[config.mk]
export PLATFORM = sky130hd
export DESIGN_NAME = nand_phase_seq
export DESIGN_NICKNAME = d
export VERILOG_FILES = /design/src/rtl/nand_seq_pkg.sv /design/src/rtl/nps_cfg_pick.sv /design/src/rtl/nps_phase_fsm.sv /design/src/rtl/nps_lane_path.sv /design/src/rtl/nand_phase_seq.sv
export SDC_FILE = /design/constraint.sdc
export NUM_CORES = 1
export LEC_CHECK = 0
export ABC_AREA = 1
export BUFFER_PORTS_ARGS = -buffer_cell sky130_fd_sc_hd__buf_2
export CAP_MARGIN = 40
export CORE_ASPECT_RATIO = 0.5
export CORE_MARGIN = 3
export CORE_UTILIZATION = 49
export DETAILED_ROUTE_END_ITERATION = 6
export PLACE_DENSITY = 0.89
export SLEW_MARGIN = 20
export SYNTH_ARGS = -nofsm -noshare
export SYNTH_HDL_FRONTEND = slang
export SYNTH_HIERARCHICAL = 1
export SYNTH_SLANG_ARGS = --single-unit
[constraint.sdc]
create_clock -name clk -period 2 [get_ports clk]
set_input_delay 0.4 -clock clk [delete_from_list [all_inputs] [get_ports clk]]
set_output_delay 0.4 -clock clk [all_outputs]
set_load 0.05 [all_outputs]
[src/rtl/nand_seq_pkg.sv]
package nand_seq_pkg;

   typedef enum logic [2:0] {
      PH_IDLE,
      PH_SETUP,
      PH_STROBE,
      PH_HOLD,
      PH_DONE,
      PH_ERR
   } phase_e;

   localparam logic [1:0] SZ_BYTE = 2'd0;
   localparam logic [1:0] SZ_HALF = 2'd1;
   localparam logic [1:0] SZ_WORD = 2'd2;
   localparam logic [1:0] SZ_BAD  = 2'd3;

endpackage

[src/rtl/nps_cfg_pick.sv]
module nps_cfg_pick #(
   parameter int TIM_W = 4
) (
   input  logic               sel_att_i,
   input  logic [4*TIM_W-1:0] cmn_i,
   input  logic [4*TIM_W-1:0] att_i,
   output logic [TIM_W-1:0]   setup_o,
   output logic [TIM_W-1:0]   strobe_o,
   output logic [TIM_W-1:0]   hold_o,
   output logic [TIM_W-1:0]   dly_o
);
   logic [4*TIM_W-1:0] word;

   assign word     = sel_att_i ? att_i : cmn_i;
   assign setup_o  = word[TIM_W-1:0];
   assign strobe_o = word[2*TIM_W-1:TIM_W];
   assign hold_o   = word[3*TIM_W-1:2*TIM_W];
   assign dly_o    = word[4*TIM_W-1:3*TIM_W];
endmodule

[src/rtl/nps_phase_fsm.sv]
module nps_phase_fsm
   import nand_seq_pkg::*;
#(
   parameter int TIM_W  = 4,
   parameter int PART_W = 2
) (
   input  logic              clk,
   input  logic              rst_n,
   input  logic              start_i,
   input  logic              refuse_i,
   input  logic [PART_W-1:0] last_i,
   input  logic [TIM_W-1:0]  setup_i,
   input  logic [TIM_W-1:0]  strobe_i,
   input  logic [TIM_W-1:0]  hold_i,
   input  logic [TIM_W-1:0]  dly_i,
   output logic              idle_o,
   output logic              active_o,
   output logic              strobe_o,
   output logic              cap_o,
   output logic              oe_win_o,
   output logic              done_o,
   output logic              err_o,
   output logic [PART_W-1:0] part_o
);
   localparam int ACC_W = TIM_W + 2;
   localparam logic [ACC_W-1:0] ACC_MAX = '1;

   phase_e            st_q;
   logic [TIM_W-1:0]  cnt_q, setup_q, strobe_q, hold_q, dly_q;
   logic [PART_W-1:0] part_q, last_q;
   logic [ACC_W-1:0]  acc_q, acc_nx;
   logic              cnt_end;

   assign acc_nx  = (acc_q == ACC_MAX) ? acc_q : acc_q + 1'b1;
   assign cnt_end = (cnt_q == '0);

   always_ff @(posedge clk or negedge rst_n) begin
      if (!rst_n) begin
         st_q     <= PH_IDLE;
         cnt_q    <= '0;
         setup_q  <= '0;
         strobe_q <= '0;
         hold_q   <= '0;
         dly_q    <= '0;
         part_q   <= '0;
         last_q   <= '0;
         acc_q    <= '0;
      end else begin
         case (st_q)
            PH_IDLE: begin
               if (start_i) begin
                  if (refuse_i) begin
                     st_q <= PH_ERR;
                  end else begin
                     st_q     <= PH_SETUP;
                     cnt_q    <= setup_i;
                     setup_q  <= setup_i;
                     strobe_q <= strobe_i;
                     hold_q   <= hold_i;
                     dly_q    <= dly_i;
                     last_q   <= last_i;
                     part_q   <= '0;
                     acc_q    <= '0;
                  end
               end
            end
            PH_SETUP: begin
               acc_q <= acc_nx;
               if (cnt_end) begin
                  st_q  <= PH_STROBE;
                  cnt_q <= strobe_q;
               end else begin
                  cnt_q <= cnt_q - 1'b1;
               end
            end
            PH_STROBE: begin
               acc_q <= acc_nx;
               if (cnt_end) begin
                  st_q  <= PH_HOLD;
                  cnt_q <= hold_q;
               end else begin
                  cnt_q <= cnt_q - 1'b1;
               end
            end
            PH_HOLD: begin
               if (cnt_end) begin
                  if (part_q == last_q) begin
                     st_q <= PH_DONE;
                  end else begin
                     st_q   <= PH_SETUP;
                     part_q <= part_q + 1'b1;
                     cnt_q  <= setup_q;
                     acc_q  <= '0;
                  end
               end else begin
                  cnt_q <= cnt_q - 1'b1;
                  acc_q <= acc_nx;
               end
            end
            default: st_q <= PH_IDLE;
         endcase
      end
   end

   assign idle_o   = (st_q == PH_IDLE);
   assign active_o = (st_q == PH_SETUP) || (st_q == PH_STROBE) || (st_q == PH_HOLD);
   assign strobe_o = (st_q == PH_STROBE);
   assign cap_o    = (st_q == PH_STROBE) && cnt_end;
   assign oe_win_o = active_o && (acc_q >= {2'b00, dly_q});
   assign done_o   = (st_q == PH_DONE) || (st_q == PH_ERR);
   assign err_o    = (st_q == PH_ERR);
   assign part_o   = part_q;
endmodule

[src/rtl/nps_lane_path.sv]
module nps_lane_path #(
   parameter int MEM_W  = 8,
   parameter int PART_W = 2
) (
   input  logic              clk,
   input  logic              rst_n,
   input  logic              clear_i,
   input  logic              cap_i,
   input  logic [PART_W-1:0] part_i,
   input  logic              byte_only_i,
   input  logic [31:0]       wdata_i,
   input  logic [MEM_W-1:0]  dq_i,
   output logic [MEM_W-1:0]  dq_o,
   output logic [31:0]       rdata_o
);
   localparam int LANES = 32 / MEM_W;

   logic [MEM_W-1:0] lane_q [LANES];
   logic [31:0]      packed_rd;

   for (genvar g = 0; g < LANES; g++) begin : g_lane
      always_ff @(posedge clk or negedge rst_n) begin
         if (!rst_n)
            lane_q[g] <= '0;
         else if (clear_i)
            lane_q[g] <= '0;
         else if (cap_i && (part_i == PART_W'(g)))
            lane_q[g] <= dq_i;
      end
      assign packed_rd[g*MEM_W +: MEM_W] = lane_q[g];
   end

   assign dq_o    = wdata_i[part_i*MEM_W +: MEM_W];
   assign rdata_o = byte_only_i ? {24'h0, packed_rd[7:0]} : packed_rd;
endmodule

[src/rtl/nand_phase_seq.sv]
module nand_phase_seq
   import nand_seq_pkg::*;
#(
   parameter int ADDR_W = 24,
   parameter int MEM_W  = 8,
   parameter int TIM_W  = 4
) (
   input  logic               clk,
   input  logic               rst_n,
   input  logic               req_valid,
   input  logic               req_write,
   input  logic [1:0]         req_size,
   input  logic               req_attr,
   input  logic [ADDR_W-1:0]  req_addr,
   input  logic [31:0]        req_wdata,
   input  logic [4*TIM_W-1:0] tim_cmn,
   input  logic [4*TIM_W-1:0] tim_att,
   output logic               rsp_done,
   output logic               rsp_err,
   output logic [31:0]        rsp_rdata,
   output logic               mem_ce_n,
   output logic               mem_re_n,
   output logic               mem_we_n,
   output logic [ADDR_W-1:0]  mem_addr,
   output logic [MEM_W-1:0]   mem_dq_o,
   output logic               mem_dq_oe,
   input  logic [MEM_W-1:0]   mem_dq_i
);
   localparam int LANES  = 32 / MEM_W;
   localparam int PART_W = $clog2(LANES);

   if (!(MEM_W == 8 || MEM_W == 16)) begin : g_bad_width
      $error("nand_phase_seq: MEM_W must be 8 or 16");
   end
   if (TIM_W < 1 || TIM_W > 8) begin : g_bad_tim
      $error("nand_phase_seq: TIM_W out of range");
   end
   if (ADDR_W < 8) begin : g_bad_addr
      $error("nand_phase_seq: ADDR_W too small");
   end

   logic              idle, active, strobe, cap, oe_win, start, refuse;
   logic [PART_W-1:0] part, last_part;
   logic [TIM_W-1:0]  t_setup, t_strobe, t_hold, t_dly;
   logic [ADDR_W-1:0] addr_q;
   logic [31:0]       wdata_q;
   logic              wr_q, byte_only_q, byte_only;

   // request decode: part count and refusal depend on memory width
   if (MEM_W == 8) begin : g_w8
      assign last_part = (req_size == SZ_WORD) ? PART_W'(3) :
                         (req_size == SZ_HALF) ? PART_W'(1) : PART_W'(0);
      assign refuse    = (req_size == SZ_BAD);
      assign byte_only = 1'b0;
   end else begin : g_w16
      assign last_part = (req_size == SZ_WORD) ? PART_W'(1) : PART_W'(0);
      assign refuse    = (req_size == SZ_BAD) || (req_write && req_size == SZ_BYTE);
      assign byte_only = (req_size == SZ_BYTE);
   end

   assign start = req_valid && idle;

   always_ff @(posedge clk or negedge rst_n) begin
      if (!rst_n) begin
         addr_q      <= '0;
         wdata_q     <= '0;
         wr_q        <= 1'b0;
         byte_only_q <= 1'b0;
      end else if (start) begin
         addr_q      <= req_addr;
         wdata_q     <= req_wdata;
         wr_q        <= req_write;
         byte_only_q <= byte_only;
      end
   end

   nps_cfg_pick #(.TIM_W(TIM_W)) u_pick (
      .sel_att_i (req_attr),
      .cmn_i     (tim_cmn),
      .att_i     (tim_att),
      .setup_o   (t_setup),
      .strobe_o  (t_strobe),
      .hold_o    (t_hold),
      .dly_o     (t_dly)
   );

   nps_phase_fsm #(.TIM_W(TIM_W), .PART_W(PART_W)) u_fsm (
      .clk      (clk),
      .rst_n    (rst_n),
      .start_i  (start),
      .refuse_i (refuse),
      .last_i   (last_part),
      .setup_i  (t_setup),
      .strobe_i (t_strobe),
      .hold_i   (t_hold),
      .dly_i    (t_dly),
      .idle_o   (idle),
      .active_o (active),
      .strobe_o (strobe),
      .cap_o    (cap),
      .oe_win_o (oe_win),
      .done_o   (rsp_done),
      .err_o    (rsp_err),
      .part_o   (part)
   );

   nps_lane_path #(.MEM_W(MEM_W), .PART_W(PART_W)) u_lanes (
      .clk         (clk),
      .rst_n       (rst_n),
      .clear_i     (start),
      .cap_i       (cap && !wr_q),
      .part_i      (part),
      .byte_only_i (byte_only_q),
      .wdata_i     (wdata_q),
      .dq_i        (mem_dq_i),
      .dq_o        (mem_dq_o),
      .rdata_o     (rsp_rdata)
   );

   assign mem_ce_n  = !active;
   assign mem_re_n  = !(strobe && !wr_q);
   assign mem_we_n  = !(strobe && wr_q);
   assign mem_addr  = addr_q + ADDR_W'(part);
   assign mem_dq_oe = oe_win && wr_q;
endmodule

==> impl_results.md, run 1 <==
* Status: finished, violations left
* Failing checks: negative setup slack
* GRT Util Overall at 0.252
* Post-Place Cell Area at 8690 µm²
* DRT iter0 DRCs at 593
* Crit. End Element: output pin
* Grt ovf at 0
* Routed Antenna Nets at 0
* Die X at 179 µm
* Worst Path Max Fanout at 3
* Lkg Pwr at 5.29 nW
* Max-Cap Viols at 0
* Synth Warn # at 6
* Fillers at 1,041
* CTS Buf Count at 17
* Via count at 7,317
* Post-Syn Instances at 1,016
* Root Driver: clkbuf_16
* Total wire length at 21,100 µm
* Largest net degree at the start of global routing at 66
* CTS max path bufs at 2
* Register area share after synthesis at 0.419
* Hold Vio Cnt, Final at 0
* Synth top area share at 0.419
* CP required at 1.60 ns
* Slew Limit Fails at 0
* Largest area contributor in the synthesized netlist: dfrtp_1
* IO buf count at 172
* Total I/O pin count at 173
* Final min period at 2.62 ns
* Met3 GRT Util at 0.0550
* Clock skew at 0.00959 ns
* Die Y at 92.3 µm
* Mapped Area at 7290 µm²
* Setup tns final at -11.17 ns
* Most used routing layer: met2
* Clk sink count at 122
* Startpoint Class: flip-flop
* Layout cells sized above 1 at 0.313
* TritonCTS clock tree: done
* Post-synth top flop: dfrtp_1
* GPL Wtd Cong at 0.931
* PD cells at 1650 nW/µm²
* Hold crit path type: in -> reg
* Core area at 14,000 µm²
* Final setup viols at 30
* Max Clk Rate at 0.382 GHz
* Antenna cells at 0
* Max transition margin at 0.610
* DP Cell Count at 1,383
* Fin area at 9760 µm²
* H-tree levels at 4
* Synth Register Bits at 122
* Vias in the first global route at 7,056
* Initial antenna violation count at 0
* Post-synth EDFFs at 0
* Worst hold stages at 3
* Clock Pin Slew Worst Setup and Hold Paths at 0.06 ns
* Die area at 16,500 µm²
* Crit path DAT at 2.22 ns
* Asr flop ratio synth at 1.00
* WL per Instance at 14.8 µm
* Floorplan row count at 30
* Fin cells at 1,427
* Critical path type: reg -> out
* Vias per inst at 5.13
* Fin worst setup slack at -0.618 ns
* Global-route wire length before repair at 33,200 µm
* Met1 usage at 0.310
* Tightest Pin Transition at 0.584 ns
* Synth unique cells at 41
* Post-route DRC at 0
* Reg2Reg Depth at 11
* Tcrit/Tclk final at 1.31
* Met2 Use GR at 0.435
* Hold WS at 0.180 ns
* First-pass DRT Iterations at 7
* Initial Util at 0.519
* RSZ-0062 raised after global routing: true
* Worst skew pair latency at 0.42 ns
* Mean post-synth cell area at 7.18 µm²
* Area grow syn2layout at 33.9%
* Worst vdd ir at 0.000811 V
* Synth top cells by count: nand2_1 (450), dfrtp_1 (122), inv_1 (91)
* Final net count at 1,339
* Top-count cell post-synth: nand2_1
* Final HPWL DP at 14,200 µm
* Top cells by area, synth: dfrtp_1 (42%), nand2_1 (23%), nand3_1 (5.0%)
## critical path, cell delays in order, from the launching register on
cell and delay (ns):
dfrtp_1 0.40, ha_4 0.15, inv_2 0.03, fa_2 0.35
buf_4 0.16, nor2_4 0.14, nand2_2 0.11, nor2_4 0.14
xor2_4 0.15, buf_6 0.17
## stage by stage
| stage | utilization | power [mW] | setup WS, ns |
|---|---|---|---|
| after global placement | 0.619 | 11.7 | -0.248 |
| after floorplan | - | 10.1 | -0.240 |
| after CTS | 0.680 | 15.7 | -0.616 |
| after global routing | 0.695 | 17.1 | -0.700 |
| after detailed placement | 0.619 | 11.9 | -0.325 |
| final | 0.695 | 16.1 | -0.618 |
## registers in the layout, indices dropped and copies added (netlist names)
signal and count:
addr_q 24, u_fsm/acc_q 6, u_fsm/cnt_q 4, u_fsm/dly_q 4, u_fsm/hold_q 4, u_fsm/last_q 2
u_fsm/part_o 2, u_fsm/setup_q 4, u_fsm/st_q 3, u_fsm/strobe_q 4, u_lanes/lane_q 32, wdata_q 32
wr_q 1
## timing repair
item                                   in CTS  in global routing
pin swaps                                   9                 19
buffers inserted                            4                 10
endpoints found under the hold margin       1                  0
hold buffers                                1                  0
resized for setup                          86                 37
setup endpoints to repair                  34                 59
## where the power goes
| part | internal, mW | total [mW] | switching [mW] |
|---|---|---|---|
| combinational | 3.11 | 8.90 | 5.79 |
| clock | 1.87 | 2.96 | 1.09 |
| sequential | 3.45 | 4.24 | 0.791 |
## routing by layer
metal	wire length (µm)	up-vias	share of wire
met5	0	-	0
met2	10800	319	0.51
li1	-	3515	-
met4	579	0	0.027
met3	1300	62	0.062
met1	8470	3421	0.40
## cells by family (layout without fill, tap and decap cells)
family,count (synthesis),in the layout,share of synthesized area
AND/OR/NAND/NOR,661,661,0.393
flip-flops,122,122,0.419
other,1,6,0.000514
adder cells (fa/ha/maj),12,12,0.0216
XOR/XNOR,14,14,0.0178
AO/OA/AOI/OAI,56,56,0.0505
buffers and inverters,150,364,0.0982
## final timing paths
kind                           startpoint            endpoint  slack, ns
min in group asynchronous           rst_n      u_fsm/dly_q[3]       0.53
hold / removal              req_wdata[21]         wdata_q[21]       0.18
hold reg to reg               wdata_q[30]         wdata_q[30]       0.48
max in group asynchronous           rst_n     u_fsm/part_o[1]       1.14
setup / recovery                addr_q[0]        mem_addr[16]      -0.62
setup reg to reg           u_fsm/cnt_q[0]  u_lanes/lane_q[29]       0.10
## final cells by class
type | count | area, µm² | share of cell area
sequential | 122 | 3060 | 0.313
clock inverter | 9 | 98.8 | 0.0101
inverter | 108 | 437 | 0.0447
tap | 192 | 240 | 0.0246
clock buffer | 21 | 460 | 0.0472
timing repair buffer | 226 | 1570 | 0.161
multi-input combinational | 749 | 3890 | 0.399
## layout by cell type (no fill, tap or decap), drive strengths merged, types with 5 or more instances in the layout
master,synthesis,final
a21oi,20,20
nor2,97,97
xor2,5,5
xnor2,9,9
o21ai,34,34
clkbuf,9,21
dfrtp,122,122
nand3,79,79
conb,1,6
nand2,467,467
ha,11,11
nand4,10,10
inv,106,107
clkinv,2,8
buf,33,225
No activity file was read; power rests on OpenSTA's default activity.
==> run 2, diff against run 1 <==
--- a/config.mk
+++ b/config.mk
@@ -10,9 +10,10 @@
 export CAP_MARGIN = 40
 export CORE_ASPECT_RATIO = 0.5
 export CORE_MARGIN = 3
-export CORE_UTILIZATION = 49
+export CORE_UTILIZATION = 45
 export DETAILED_ROUTE_END_ITERATION = 6
-export PLACE_DENSITY = 0.89
+export PLACE_DENSITY = 0.83
+export REMOVE_ABC_BUFFERS = 1
 export SLEW_MARGIN = 20
 export SYNTH_ARGS = -nofsm -noshare
 export SYNTH_HDL_FRONTEND = slang
==> run 2 against run 1 <==
Against the previous run: the run still ends with negative setup slack left; total power shrank 2.9%; die area grew 8.4%; critical path depth grew 2.
==> impl_results.md, run 2 (same netlist as run 1, synthesis figures left out) <==
* CP required at 1.60 ns (about the same)
* Die Y at 96.0 µm (+4.1%)
* CTS Buf Count at 17 (unchanged)
* Die X at 186 µm (+4.2%)
* Worst vdd ir at 0.000795 V (-2.0%)
* Fin cells at 1,416 (-0.77%)
* Hold WS at 0.00432 ns (-0.176 ns)
* Root Driver: clkbuf_16
* Vias in the first global route at 6,824 (-3.3%)
* Worst Path Max Fanout at 4 (+1)
* Floorplan row count at 32 (+6.7%)
* Max Clk Rate at 0.386 GHz (+0.96%)
* Status: finished, violations left
* Reg2reg start: u_fsm/st_q[0]
* Crit path largest cell delay at 0.39 ns (about the same)
* IO buf count at 172 (unchanged)
* Crit path DAT at 2.19 ns (-0.03 ns)
* Post-route DRC at 0 (unchanged)
* DP Cell Count at 1,379 (-0.29%)
* Max transition margin at 0.666 (+0.0560)
* H-tree levels at 4 (unchanged)
* Area grow syn2layout at 29.3%
* Initial Util at 0.467 (-0.0524)
* Global-route wire length before repair at 31,500 µm (-5.0%)
* GRT Util Overall at 0.219 (-0.0335)
* Tightest Pin Transition at 0.501 ns (-0.0831 ns)
* Final min period at 2.59 ns (-0.0249 ns)
* RSZ-0062 raised after global routing: true
* Crit. End Element: output pin
* Leading cell type in the layout, fill and taps excluded: nand2_1
* Total I/O pin count at 173 (unchanged)
* Failing checks: negative setup slack
* DRT iter0 DRCs at 475 (-20%)
* Die area at 17,900 µm² (+8.4%)
* Most frequent cells in the layout: nand2_1 (442), buf_2 (136), dfrtp_1 (119)
* Fin worst setup slack at -0.593 ns (+0.0249 ns)
* Startpoint Class: flip-flop
* Antenna cells at 0 (unchanged)
* Critical Path Source: addr_q[0]
* Via count at 7,014 (-4.1%)
* Slowest cell on crit path: dfrtp_1
* Hold Vio Cnt, Final at 0 (unchanged)
* PD cells at 1660 nW/µm² (+0.62%)
* GPL Wtd Cong at 0.878 (-5.7%)
* Largest net degree at the start of global routing at 65 (-1.5%)
* Largest delay share family, worst path: adder cells
* CTS max path bufs at 2 (unchanged)
* Final HPWL DP at 13,900 µm (-2.0%)
* Layout cells sized above 1 at 0.292 (-0.0213)
* WL per Instance at 13.7 µm (-7.4%)
* Final net count at 1,315 (-1.8%)
* Max-Cap Viols at 0 (unchanged)
* Core area at 15,600 µm² (+11%)
* Clock Pin Slew Worst Setup and Hold Paths at 0.06 ns (about the same)
* Final setup viols at 32 (+6.7%)
* Worst skew pair latency at 0.40 ns (-0.02 ns)
* Clk sink count at 122 (unchanged)
* Slew Limit Fails at 0 (unchanged)
* Tcrit/Tclk final at 1.30 (-0.0125)
* Grt ovf at 0 (unchanged)
* Buf+Inv Stages, Crit Path at 4 (+1)
* Initial antenna violation count at 0 (unchanged)
* Vias per inst at 4.95 (-3.4%)
* Critical path type: reg -> out
* Largest registers: u_lanes/lane_q (32), wdata_q (32), addr_q (24)
* Crit path cell chain: ha_4, inv_2, fa_2, inv_2, nand2_2, nor2_4, buf_6, nand4_1, nand2_1, nand2_1, buf_6
* Total wire length at 19,400 µm (-8.1%)
* Lkg Pwr at 5.13 nW (-2.9%)
* TritonCTS clock tree: done
* Routed Antenna Nets at 0 (unchanged)
* First-pass DRT Iterations at 5 (-2)
* Hold crit path type: in -> async
* Clock skew at 0.0102 ns (+0.000604 ns)
==> run 2: changes by cell type in the layout (fill, tap and decap cells not counted), sizes merged <==
cell	previous run	this run
bufinv	2	5
clkinvlp	0	4
clkbuf	21	19
buf	225	201
clkinv	8	5
dlygate4sd3	1	0
==> run 2: cell type report <==
class | instances | area, µm²
tap | 204 | 255
clock inverter | 13 | 200
inverter | 108 | 429
fill | 1358 | 6190
sequential | 122 | 3060
timing repair buffer | 202 | 1330
clock buffer | 18 | 439
multi-input combinational | 749 | 3710
==> run 2: worst paths after layout <==
path | endpoint | slack, ns | cells past startpoint
max | mem_addr[20] | -0.59 | 11
max reg2reg | u_lanes/lane_q[30] | 0.13 | 12
min | addr_q[18] | 0.004 | 2
min reg2reg | wdata_q[27] | 0.48 | 2
max in group asynchronous | u_fsm/st_q[0] | 1.66 | 2
min in group clk | addr_q[2] | 0.19 | 3
==> run 2: power breakdown <==
group,switching [mW],internal [mW],leakage [nW]
sequential,0.819,3.45,1.53
clock,1.12,2.23,0.304
combinational,5.36,2.66,3.30
==> run 2: routing by layer <==
| metal | vias up | wire length, µm | global-route usage |
|---|---|---|---|
| li1 | 3472 | - | - |
| met1 | 3309 | 8260 | 0.275 |
| met2 | 205 | 9770 | 0.390 |
| met3 | 28 | 1090 | 0.0404 |
| met4 | 0 | 315 | 0.0656 |
| met5 | - | 0 | 0 |
==> run 2: metrics by stage <==
step | setup slack, ns | TNS (ns) | utilization | power, mW | cell area, µm²
3_5_place_dp | -0.326 | -3.33 | 0.535 | 11.5 | 8360
5_1_grt | -0.688 | -13.54 | 0.604 | 16.7 | 9420
6_report | -0.593 | -10.41 | 0.604 | 15.6 | 9420
4_1_cts | -0.632 | -10.68 | 0.596 | 15.5 | 9300
2_1_floorplan | -2.17 | -224.47 | - | 9.51 | 7010
3_3_place_gp | -0.241 | -2.32 | 0.535 | 11.3 | 8360
==> run 2: repair_timing <==
item,4_1_cts,5_1_grt
buffers inserted,4,4
gates resized for setup,86,28
pin swaps,12,11
hold buffers,0,0
cloned,0,0
setup endpoints to repair,34,68
